**src/rtl/crport_pkg.sv**
```systemverilog
package crport_pkg;

  typedef enum logic [1:0] {
    CMD_CAPADDR,
    CMD_CAPDATA,
    CMD_WRITE,
    CMD_READ
  } cmdKind_e;

  // strobes from control to datapath
  typedef struct packed {
    logic loadHost;  // take address/data from the host request
    logic loadTune;  // take address/data from the tuning table
    logic tuneSel;   // which tuning write (0 first, 1 second)
    logic selData;   // drive data register instead of address register
    logic clrTimer;  // restart the acknowledge timer
    logic capRead;   // capture port read data
  } dpCtl_t;

  // tuning writes: LOS bias 5, override enable, level 9; then tx boost 5
  localparam logic [15:0] TUNE_ADDR0 = 16'h0015;
  localparam logic [15:0] TUNE_DATA0 = (16'd5 << 13) | (16'd1 << 10) | 16'd9;
  localparam logic [15:0] TUNE_ADDR1 = 16'h0012;
  localparam logic [15:0] TUNE_DATA1 = 16'd5 << 13;

endpackage

```
**src/rtl/crport_dp.sv**
```systemverilog
module crport_dp
  import crport_pkg::*;
#(
  parameter int DATA_W     = 16,
  parameter int PRESCALE   = 200,
  parameter int POLL_LIMIT = 100
) (
  input  logic              clk,
  input  logic              rstN,
  input  dpCtl_t            ctl,
  input  logic [DATA_W-1:0] reqAddr,
  input  logic [DATA_W-1:0] reqData,
  input  logic [DATA_W-1:0] portDout,
  output logic [DATA_W-1:0] portDin,
  output logic [DATA_W-1:0] rdData,
  output logic              timeout
);

  localparam int PRE_W  = $clog2(PRESCALE + 1);
  localparam int TICK_W = $clog2(POLL_LIMIT + 1);

  logic [PRE_W-1:0]  preCnt;
  logic [TICK_W-1:0] tickCnt;
  logic [DATA_W-1:0] addrReg, dataReg;

  // polling interval prescaler and tick counter
  always_ff @(posedge clk or negedge rstN) begin
    if (!rstN) begin
      preCnt  <= '0;
      tickCnt <= '0;
    end else if (ctl.clrTimer) begin
      preCnt  <= '0;
      tickCnt <= '0;
    end else if (preCnt == PRE_W'(PRESCALE - 1)) begin
      preCnt  <= '0;
      tickCnt <= tickCnt + 1'b1;
    end else begin
      preCnt <= preCnt + 1'b1;
    end
  end

  assign timeout = (preCnt == PRE_W'(PRESCALE - 1)) &&
                   (tickCnt == TICK_W'(POLL_LIMIT - 1));

  always_ff @(posedge clk or negedge rstN) begin
    if (!rstN) begin
      addrReg <= '0;
      dataReg <= '0;
    end else if (ctl.loadHost) begin
      addrReg <= reqAddr;
      dataReg <= reqData;
    end else if (ctl.loadTune) begin
      addrReg <= ctl.tuneSel ? DATA_W'(TUNE_ADDR1) : DATA_W'(TUNE_ADDR0);
      dataReg <= ctl.tuneSel ? DATA_W'(TUNE_DATA1) : DATA_W'(TUNE_DATA0);
    end
  end

  always_ff @(posedge clk or negedge rstN) begin
    if (!rstN)            rdData <= '0;
    else if (ctl.capRead) rdData <= portDout;
  end

  assign portDin = ctl.selData ? dataReg : addrReg;


  hold_regs_chk: assert property (@(posedge clk) disable iff (!rstN)
    !(ctl.loadHost || ctl.loadTune) |=> $stable(addrReg) && $stable(dataReg));


  rd_hold_chk: assert property (@(posedge clk) disable iff (!rstN)
    !ctl.capRead |=> $stable(rdData));

endmodule

```
**src/rtl/crport_ctrl.sv**
```systemverilog
module crport_ctrl
  import crport_pkg::*;
(
  input  logic   clk,
  input  logic   rstN,
  input  logic   tuneEn,
  input  logic   reqValid,
  input  logic   reqWrite,
  input  logic   portAck,
  input  logic   timeout,
  output logic   reqReady,
  output logic   doneValid,
  output logic   errTimeout,
  output logic   errPhase,
  output logic   portCapAddr,
  output logic   portCapData,
  output logic   portRd,
  output logic   portWr,
  output dpCtl_t ctl
);

  typedef enum logic [1:0] {S_BOOT, S_IDLE, S_RISE, S_FALL} state_e;

  state_e   state, stateN;
  logic [1:0] step, stepN;
  logic     isRead, isReadN, isHost, isHostN, tuneIdx, tuneIdxN;
  logic     doneN, errN, phaseN;
  cmdKind_e kind;
  logic [1:0] lastStep;
  logic     anyStrobe;

  always_comb begin
    if (step == 2'd0)      kind = CMD_CAPADDR;
    else if (isRead)       kind = CMD_READ;
    else if (step == 2'd1) kind = CMD_CAPDATA;
    else                   kind = CMD_WRITE;
  end

  assign lastStep = isRead ? 2'd1 : 2'd2;

  always_comb begin
    stateN   = state;
    stepN    = step;
    isReadN  = isRead;
    isHostN  = isHost;
    tuneIdxN = tuneIdx;
    doneN    = 1'b0;
    errN     = errTimeout;
    phaseN   = errPhase;
    ctl      = '0;
    ctl.selData = (kind != CMD_CAPADDR);
    case (state)
      S_BOOT: begin
        if (tuneEn) begin
          ctl.loadTune = 1'b1;
          stateN   = S_RISE;
          stepN    = 2'd0;
          isReadN  = 1'b0;
          isHostN  = 1'b0;
          tuneIdxN = 1'b0;
        end else begin
          stateN = S_IDLE;
        end
      end
      S_IDLE: begin
        if (reqValid) begin
          ctl.loadHost = 1'b1;
          stateN  = S_RISE;
          stepN   = 2'd0;
          isReadN = !reqWrite;
          isHostN = 1'b1;
          errN    = 1'b0;
        end
      end
      S_RISE: begin
        if (portAck) begin
          ctl.capRead = (kind == CMD_READ);
          stateN = S_FALL;
        end else if (timeout) begin
          stateN = S_IDLE;
          errN   = 1'b1;
          phaseN = 1'b0;
          doneN  = isHost;
        end
      end
      S_FALL: begin
        if (!portAck) begin
          if (step != lastStep) begin
            stepN  = step + 2'd1;
            stateN = S_RISE;
          end else if (!isHost && !tuneIdx) begin
            ctl.loadTune = 1'b1;
            ctl.tuneSel  = 1'b1;
            tuneIdxN = 1'b1;
            stepN    = 2'd0;
            stateN   = S_RISE;
          end else begin
            stateN = S_IDLE;
            doneN  = isHost;
          end
        end else if (timeout) begin
          stateN = S_IDLE;
          errN   = 1'b1;
          phaseN = 1'b1;
          doneN  = isHost;
        end
      end
      default: stateN = S_IDLE;
    endcase
    ctl.clrTimer = (stateN != state);
  end

  always_ff @(posedge clk or negedge rstN) begin
    if (!rstN) begin
      state      <= S_BOOT;
      step       <= '0;
      isRead     <= 1'b0;
      isHost     <= 1'b0;
      tuneIdx    <= 1'b0;
      doneValid  <= 1'b0;
      errTimeout <= 1'b0;
      errPhase   <= 1'b0;
    end else begin
      state      <= stateN;
      step       <= stepN;
      isRead     <= isReadN;
      isHost     <= isHostN;
      tuneIdx    <= tuneIdxN;
      doneValid  <= doneN;
      errTimeout <= errN;
      errPhase   <= phaseN;
    end
  end

  assign reqReady    = (state == S_IDLE);
  assign portCapAddr = (state == S_RISE) && (kind == CMD_CAPADDR);
  assign portCapData = (state == S_RISE) && (kind == CMD_CAPDATA);
  assign portRd      = (state == S_RISE) && (kind == CMD_READ);
  assign portWr      = (state == S_RISE) && (kind == CMD_WRITE);
  assign anyStrobe   = portCapAddr | portCapData | portRd | portWr;


  onehot_strobe_chk: assert property (@(posedge clk) disable iff (!rstN)
    $onehot0({portCapAddr, portCapData, portRd, portWr}));


  strobe_drop_chk: assert property (@(posedge clk) disable iff (!rstN)
    $fell(anyStrobe) |-> $past(portAck) || errTimeout);


  done_pulse_chk: assert property (@(posedge clk) disable iff (!rstN)
    doneValid |=> !doneValid);


  ready_quiet_chk: assert property (@(posedge clk) disable iff (!rstN)
    reqReady |-> !anyStrobe);


  err_clear_chk: assert property (@(posedge clk) disable iff (!rstN)
    (reqValid && reqReady) |=> !errTimeout);

endmodule

```
**src/rtl/crport_master.sv**
```systemverilog
module crport_master
  import crport_pkg::*;
#(
  parameter int DATA_W     = 16,
  parameter int PRESCALE   = 200,
  parameter int POLL_LIMIT = 100
) (
  input  logic              clk,
  input  logic              rstN,
  input  logic              tuneEn,
  input  logic              reqValid,
  output logic              reqReady,
  input  logic              reqWrite,
  input  logic [DATA_W-1:0] reqAddr,
  input  logic [DATA_W-1:0] reqData,
  output logic              doneValid,
  output logic [DATA_W-1:0] rdData,
  output logic              errTimeout,
  output logic              errPhase,
  output logic [DATA_W-1:0] portDin,
  output logic              portCapAddr,
  output logic              portCapData,
  output logic              portRd,
  output logic              portWr,
  input  logic              portAck,
  input  logic [DATA_W-1:0] portDout
);

  dpCtl_t ctl;
  logic   timeout;

  crport_ctrl u_ctrl (
    .clk(clk), .rstN(rstN), .tuneEn(tuneEn),
    .reqValid(reqValid), .reqWrite(reqWrite),
    .portAck(portAck), .timeout(timeout),
    .reqReady(reqReady), .doneValid(doneValid),
    .errTimeout(errTimeout), .errPhase(errPhase),
    .portCapAddr(portCapAddr), .portCapData(portCapData),
    .portRd(portRd), .portWr(portWr), .ctl(ctl)
  );

  crport_dp #(
    .DATA_W(DATA_W), .PRESCALE(PRESCALE), .POLL_LIMIT(POLL_LIMIT)
  ) u_dp (
    .clk(clk), .rstN(rstN), .ctl(ctl),
    .reqAddr(reqAddr), .reqData(reqData), .portDout(portDout),
    .portDin(portDin), .rdData(rdData), .timeout(timeout)
  );

endmodule

```
**config.mk**
```make
export PLATFORM = sky130hd
export DESIGN_NAME = crport_master
export DESIGN_NICKNAME = d
export VERILOG_FILES = /design/src/rtl/crport_pkg.sv /design/src/rtl/crport_dp.sv /design/src/rtl/crport_ctrl.sv /design/src/rtl/crport_master.sv
export SDC_FILE = /design/constraint.sdc
export NUM_CORES = 1
export LEC_CHECK = 0
export ABC_AREA = 1
export CORE_MARGIN = 2
export CORE_UTILIZATION = 40
export DETAILED_ROUTE_END_ITERATION = 10
export PLACE_DENSITY = 0.68
export SETUP_SLACK_MARGIN = 0.2
export SKIP_LAST_GASP = 1
export SYNTH_ARGS = -nofsm -noshare
export SYNTH_HDL_FRONTEND = slang
export SYNTH_HIERARCHICAL = 1
export SYNTH_SLANG_ARGS = --single-unit
```
**constraint.sdc**
```tcl
create_clock -name clk -period 2.7 [get_ports clk]
set_input_delay 0.54 -clock clk [delete_from_list [all_inputs] [get_ports clk]]
set_output_delay 0.54 -clock clk [all_outputs]
set_load 0.03 [all_outputs]
```
==> qor.txt, run 1 <==
Final Max Slew Viols - 0
Largest net degree at the start of global routing - 30
Tcrit/Tclk final - 0.893
Yosys reg bits - 73
Detail Placement HPWL - 6340 um
Compound-cell area share of the yosys netlist - 0.124
Tmin final - 2410 ps
Final instance area - 5040 um^2
Initial antenna violation count - 0
RSZ-0062 raised after global routing - no
Power Total - 0.00622 W
CP Max Fanout - 8
Total CTS buffers - 9
CTS tree - done
WP data required - 2160 ps
Kind of critical path - flop to output pin
Sink Count - 73
Floorplan row count - 34
Initial cell density of the core - 0.414
Max Clock Skew - 17.3 ps
DR WL/cell - 14.1 um
Cell Area, Synth - 3630 um^2
Placed inst area - 4650 um^2
PD cells - 1240 nW/um^2
Leakage - 2.32 nW
Gate Count Post-Synth - 410
Max Clock Freq - 415 MHz
MaxCap Viol Count - 0
Vias in the first global route - 3116
Post-Syn Nets - 473
Synth Area in Adders - 0.0310
Die area - 9850 um^2
Post-synth top cells - nand2_1 (90), dfrtp_1 (73), inv_1 (52)
Setup tns final - 0 ps
Boundary Pins - 94
Unique cell type count in the Yosys netlist - 34
Antenna diode count - 0
FFs w/ async S/R, synth - 1.00
WP buf/inv - 2
Syn avg cell area - 8.85 um^2
Simple-gate area share of the yosys netlist - 0.208
Worst path top cell family by delay - buffers and inverters
Synthesis Warnings - 6
Skew-Pair Late Insertion Delay - 340 ps
Drt drc - 0
Layout Cells excl Fill - 631
First-pass GRT wire length - 14600 um
Placed Cells - 607
Startpoint Class - flop
Dominant cells by area after synthesis - dfrtp_1 (50%), nand2_1 (9.3%), o21ai_0 (5.8%)
Core area - 8760 um^2
Mux share of post-synthesis cell area - 0.0497
Fin nets - 581
Tot GR Track Use - 0.184
Tightest Pin Transition - 678 ps
Clock transition at path regs - 90 ps
Largest family of logic cells by synthesized area - simple AND/OR/NAND/NOR gates
DR vias - 3162
Peak supply drop - 480 uV
Endpoints failing hold - 0
Slew HR - 0.548
RD Place Congestion - 0.933
Top FF cell, synth - dfrtp_1
Layout area overhead - 38.8%
CTS max path bufs - 2
Seq/Total Area, Yosys - 0.503
Most common cell in the netlist - nand2_1
# port buffers - 93
Root Buffer - clkbuf_8
Pre-CTS setup slack - 78.9 ps
Share of the synthesized area in the top cell type - 0.503
# hold bufs at CTS - 0
Routed WL - 8920 um
Arrival @ worst endpoint - 1870 ps
Critical path, cell by cell - inv_1 > ha_1 > clkdlybuf4s50_1
Status - complete, no violations
Slowest CP cell - clkdlybuf4s50_1
Die height - 99.2 um
DIE WIDTH - 99.2 um
Grt total ovfl - 0
Min-Delay Path Class - input pin to async pin
Largest area contributor in the synthesized netlist - dfrtp_1
Layout cells sized above 1 - 0.205
# setup viols final - 0
DRT iter0 DRCs - 121
Post-synth EDFFs - 0
Htree depth - 3
Final WS setup - 288 ps
Crit end category - output pin
Vias per std cell - 5.01
Max incr delay on CP - 690 ps
DR pass1 iterations - 4
Synth Area in XOR/XNOR - 0.00483
Detail Route Antenna Nets - 0
[registers in the layout (all words and copies together) (netlist names)]
signal	cells
u_dp/tickCnt	7
u_ctrl/isRead	1
u_ctrl/doneValid	1
u_ctrl/state	2
u_ctrl/step	2
u_ctrl/errTimeout	1
u_ctrl/errPhase	1
u_ctrl/tuneIdx	1
u_dp/addrReg	16
u_dp/rdData	16
u_ctrl/isHost	1
u_dp/preCnt	8
u_dp/dataReg	16
[per-stage QoR]
step,hold WS (ps),utilization
3_5_place_dp,460,0.531
6_report,223,0.575
2_1_floorplan,244,-
3_3_place_gp,444,0.531
5_1_grt,251,0.575
4_1_cts,228,0.561
[layout make-up]
| class | instances | area [um^2] |
|---|---|---|
| Multi-Input combinational cell | 266 | 1570 |
| Fill cell | 780 | 3730 |
| Tap cell | 108 | 135 |
| Sequential cell | 73 | 1830 |
| Clock buffer | 9 | 124 |
| Inverter | 60 | 230 |
| Clock inverter | 7 | 75.1 |
| Timing Repair Buffer | 108 | 1070 |
[per-layer routing]
layer | vias up | share of wire | GRT usage
li1 | 1569 | - | -
met4 | 0 | 0.0080 | 0.0727
met1 | 1497 | 0.46 | 0.249
met3 | 6 | 0.055 | 0.0337
met5 | - | 0 | 0
met2 | 90 | 0.48 | 0.295
[power by group]
part,internal (W),switching [W],total (W)
clock,0.000435,0.000420,0.000855
sequential,0.00147,0.000197,0.00167
combinational,0.00151,0.00218,0.00370
total,0.00342,0.00280,0.00622
[timing repair]
item,CTS,global route
pin swaps,0,4
resized for setup,28,29
setup endpoints to repair,28,34
cloned,1,2
buffers inserted,0,5
[worst paths after layout]
kind	from	endpoint	slack (ps)	depth (start not counted)
max	u_ctrl/state[1]	reqReady	290	3
min	rstN	u_dp/dataReg[14]	220	1
max reg2reg	u_dp/preCnt[0]	u_dp/tickCnt[4]	380	17
min reg2reg	u_ctrl/errPhase	u_ctrl/errPhase	500	2
max in group asynchronous	rstN	u_ctrl/step[0]	1720	2
min in group clk	u_ctrl/errPhase	u_ctrl/errPhase	500	2
[placed cells by master (no fill, tap or decap), drive strengths merged]
master and instances:
a211oi 1, a21oi 10, a22o 10, a31oi 2, buf 34, bufinv 1
clkbuf 11, clkdlybuf4s50 72, clkinv 3, dfrtp 73, ha 9, inv 63
mux2 16, nand2 92, nand3 22, nand4 11, nor2 31, nor3 7
nor4 1, o21ai 47, o21bai 1, o22a 2, o22ai 1, o32ai 1
xor2 2
[logic make-up after synthesis]
group | after synthesis
multiplexers | 16
flip-flops | 73
XOR/XNOR | 2
adder cells (fa/ha/maj) | 9
buffers and inverters | 71
AO/OA/AOI/OAI | 75
AND/OR/NAND/NOR | 164
[worst reg2reg max path: cells and delay by family (launching register included)]
kind	cells	cell delay [ps]
adders and majority gates	1	220
DFF	1	370
and+or+nand+nor	12	1270
buffers and inverters	3	270
AOI/OAI and AO/OA	1	90
(Power assumes the default switching activity.)
==> inputs of run 2 (changes only) <==
--- a/config.mk
+++ b/config.mk
@@ -9,7 +9,7 @@
 export CORE_MARGIN = 2
 export CORE_UTILIZATION = 40
 export DETAILED_ROUTE_END_ITERATION = 10
-export PLACE_DENSITY = 0.68
+export PLACE_DENSITY_LB_ADDON = 0.3
 export SETUP_SLACK_MARGIN = 0.2
 export SKIP_LAST_GASP = 1
 export SYNTH_ARGS = -nofsm -noshare
==> run 2 against run 1 <==
Maximum frequency shrank 0.50%. Sequential share of layout area is essentially flat. Count of clock-buffer cells in the layout grew 1. Critical endpoint is now portDin[1]. Design area grew 0.15%. Register-to-register slack is essentially flat. Die area is the same. Non-clock buffer count grew 3.
==> qor.txt, run 2 (synthesis results as in run 1) <==
Initial antenna violation count - 0 (unchanged)
Arrival @ worst endpoint - 1880 ps (about the same)
Tot GR Track Use - 0.190 (+0.00588)
Htree depth - 3 (unchanged)
Tmin final - 2420 ps (+12.1 ps)
# port buffers - 93 (unchanged)
Core area - 8760 um^2 (unchanged)
Grt total ovfl - 0 (unchanged)
Max Clock Freq - 412 MHz (-0.50%)
Initial cell density of the core - 0.414 (unchanged)
P_int - 0.00339 W (-0.93%)
Tcrit/Tclk final - 0.898 (+0.00450)
Clock transition at path regs - 90 ps (about the same)
Most common cell after layout, fill and taps aside - nand2_1
Startpoint Class - flop
Layout cells sized above 1 - 0.198 (-0.00687)
DRT iter0 DRCs - 138 (+14%)
Status - complete, no violations
Max Clock Skew - 11.7 ps (-5.64 ps)
First-pass GRT wire length - 15100 um (+3.1%)
Most frequent cells in the layout - nand2_1 (89), clkdlybuf4s50_1 (71), dfrtp_1 (71)
Drt drc - 0 (unchanged)
Fin nets - 584 (+0.52%)
DIE WIDTH - 99.2 um (unchanged)
Slew HR - 0.548 (about the same)
Peak supply drop - 508 uV (+5.8%)
Sw frac - 0.451 (+0.00104)
Die height - 99.2 um (unchanged)
CTS max path bufs - 2 (unchanged)
Floorplan row count - 34 (unchanged)
Die area - 9850 um^2 (unchanged)
Reg power frac - 0.272 (+0.004)
Root Buffer - clkbuf_8
Setup tns final - 0 ps (unchanged)
Hold_ws - 222 ps (-0.944 ps)
CP Max Fanout - 8 (unchanged)
Vias in the first global route - 3197 (+2.6%)
Min-Delay Path Class - input pin to async pin
Sink Count - 73 (unchanged)
Antenna diode count - 0 (unchanged)
DR vias - 3212 (+1.6%)
Tightest Pin Transition - 678 ps (+0.352 ps)
Leakage - 2.32 nW (-0.21%)
# hold bufs at CTS - 0 (unchanged)
Crit end category - output pin
Vias per std cell - 5.07 (+1.1%)
Total CTS buffers - 9 (unchanged)
RD Place Congestion - 0.881 (-5.6%)
Boundary Pins - 94 (unchanged)
CTS tree - done
Endpoints failing hold - 0 (unchanged)
# setup viols final - 0 (unchanged)
RSZ-0062 raised after global routing - yes
PD cells - 1220 nW/um^2 (-0.89%)
Skew-Pair Late Insertion Delay - 350 ps (about the same)
Final Max Slew Viols - 0 (unchanged)
DR pass1 iterations - 4 (unchanged)
DR WL/cell - 14.7 um (+4.2%)
MaxCap Viol Count - 0 (unchanged)
Kind of critical path - flop to output pin
Combinational share of power - 0.589 (-0.005)
Largest net degree at the start of global routing - 45 (+50%)
Largest registers - u_dp/addrReg: 16 flops, u_dp/dataReg: 16 flops, u_dp/rdData: 16 flops
Detail Route Antenna Nets - 0 (unchanged)
Net Switching - 0.00279 W (-0.51%)
Detail Placement HPWL - 6410 um (+1.1%)
Routed WL - 9340 um (+4.7%)
WP data required - 2160 ps (about the same)
Clock power share - 0.138 (about the same)
Layout area overhead - 39.0%
run 2: routing by layer:
layer	vias up	wire, um	part of all wire	GRT usage
li1	1568	-	-	-
met1	1539	4120	0.44	0.252
met2	94	4540	0.49	0.308
met3	11	522	0.056	0.0330
met4	0	153	0.016	0.0811
met5	-	0	0	0
run 2: repair_timing:
action / in CTS / in global routing
setup buffers: 2 / 6
cloned: 1 / 2
resized for setup: 15 / 32
endpoints found under the setup margin: 30 / 47
pin swaps: 1 / 6
run 2: final timing paths:
check,slack (ps),start,end,depth (start not counted)
max,280,u_ctrl/step[1],portDin[1],8
min,220,rstN,u_dp/addrReg[15],1
max reg2reg,380,u_dp/preCnt[1],u_dp/preCnt[5],18
min reg2reg,490,u_ctrl/errPhase,u_ctrl/errPhase,2
max in group asynchronous,1800,rstN,u_ctrl/state[1],2
min in group clk,490,u_ctrl/errPhase,u_ctrl/errPhase,2
run 2: final cells by class:
class,count,area (um^2)
Tap cell,108,135
Sequential cell,73,1830
Clock buffer,10,128
Inverter,60,230
Fill cell,757,3720
Multi-Input combinational cell,266,1570
Timing Repair Buffer,111,1080
Clock inverter,6,67.6
run 2: power by group through the flow:
stage,Sequential [W],Clock (W),Combinational (W)
2_1_floorplan,0.00187,0,0.00185
3_3_place_gp,0.00167,0,0.00307
3_5_place_dp,0.00169,0,0.00312
4_1_cts,0.00167,0.000881,0.00333
5_1_grt,0.00173,0.000920,0.00395
6_report,0.00168,0.000855,0.00364
run 2: stage by stage:
step / setup WS [ps] / power, W / cell area (um^2) / instances / utilization
after floorplan: 352 / 0.00372 / 3630 / 410 / -
after global placement: 207 / 0.00474 / 4650 / 607 / 0.531
after detailed placement: 95.0 / 0.00481 / 4650 / 607 / 0.531
after CTS: 140 / 0.00588 / 4910 / 626 / 0.560
after global routing: 133 / 0.00661 / 5040 / 634 / 0.576
final: 276 / 0.00618 / 5040 / 634 / 0.576
run 2: worst max-delay path, stage by stage, from the launching register on:
cell	delay, ps
dfrtp_1	410
inv_2	90
ha_2	180
a21oi_2	60
inv_2	130
nand2_8	100
clkbuf_16	180
o21ai_1	190
buf_4	190
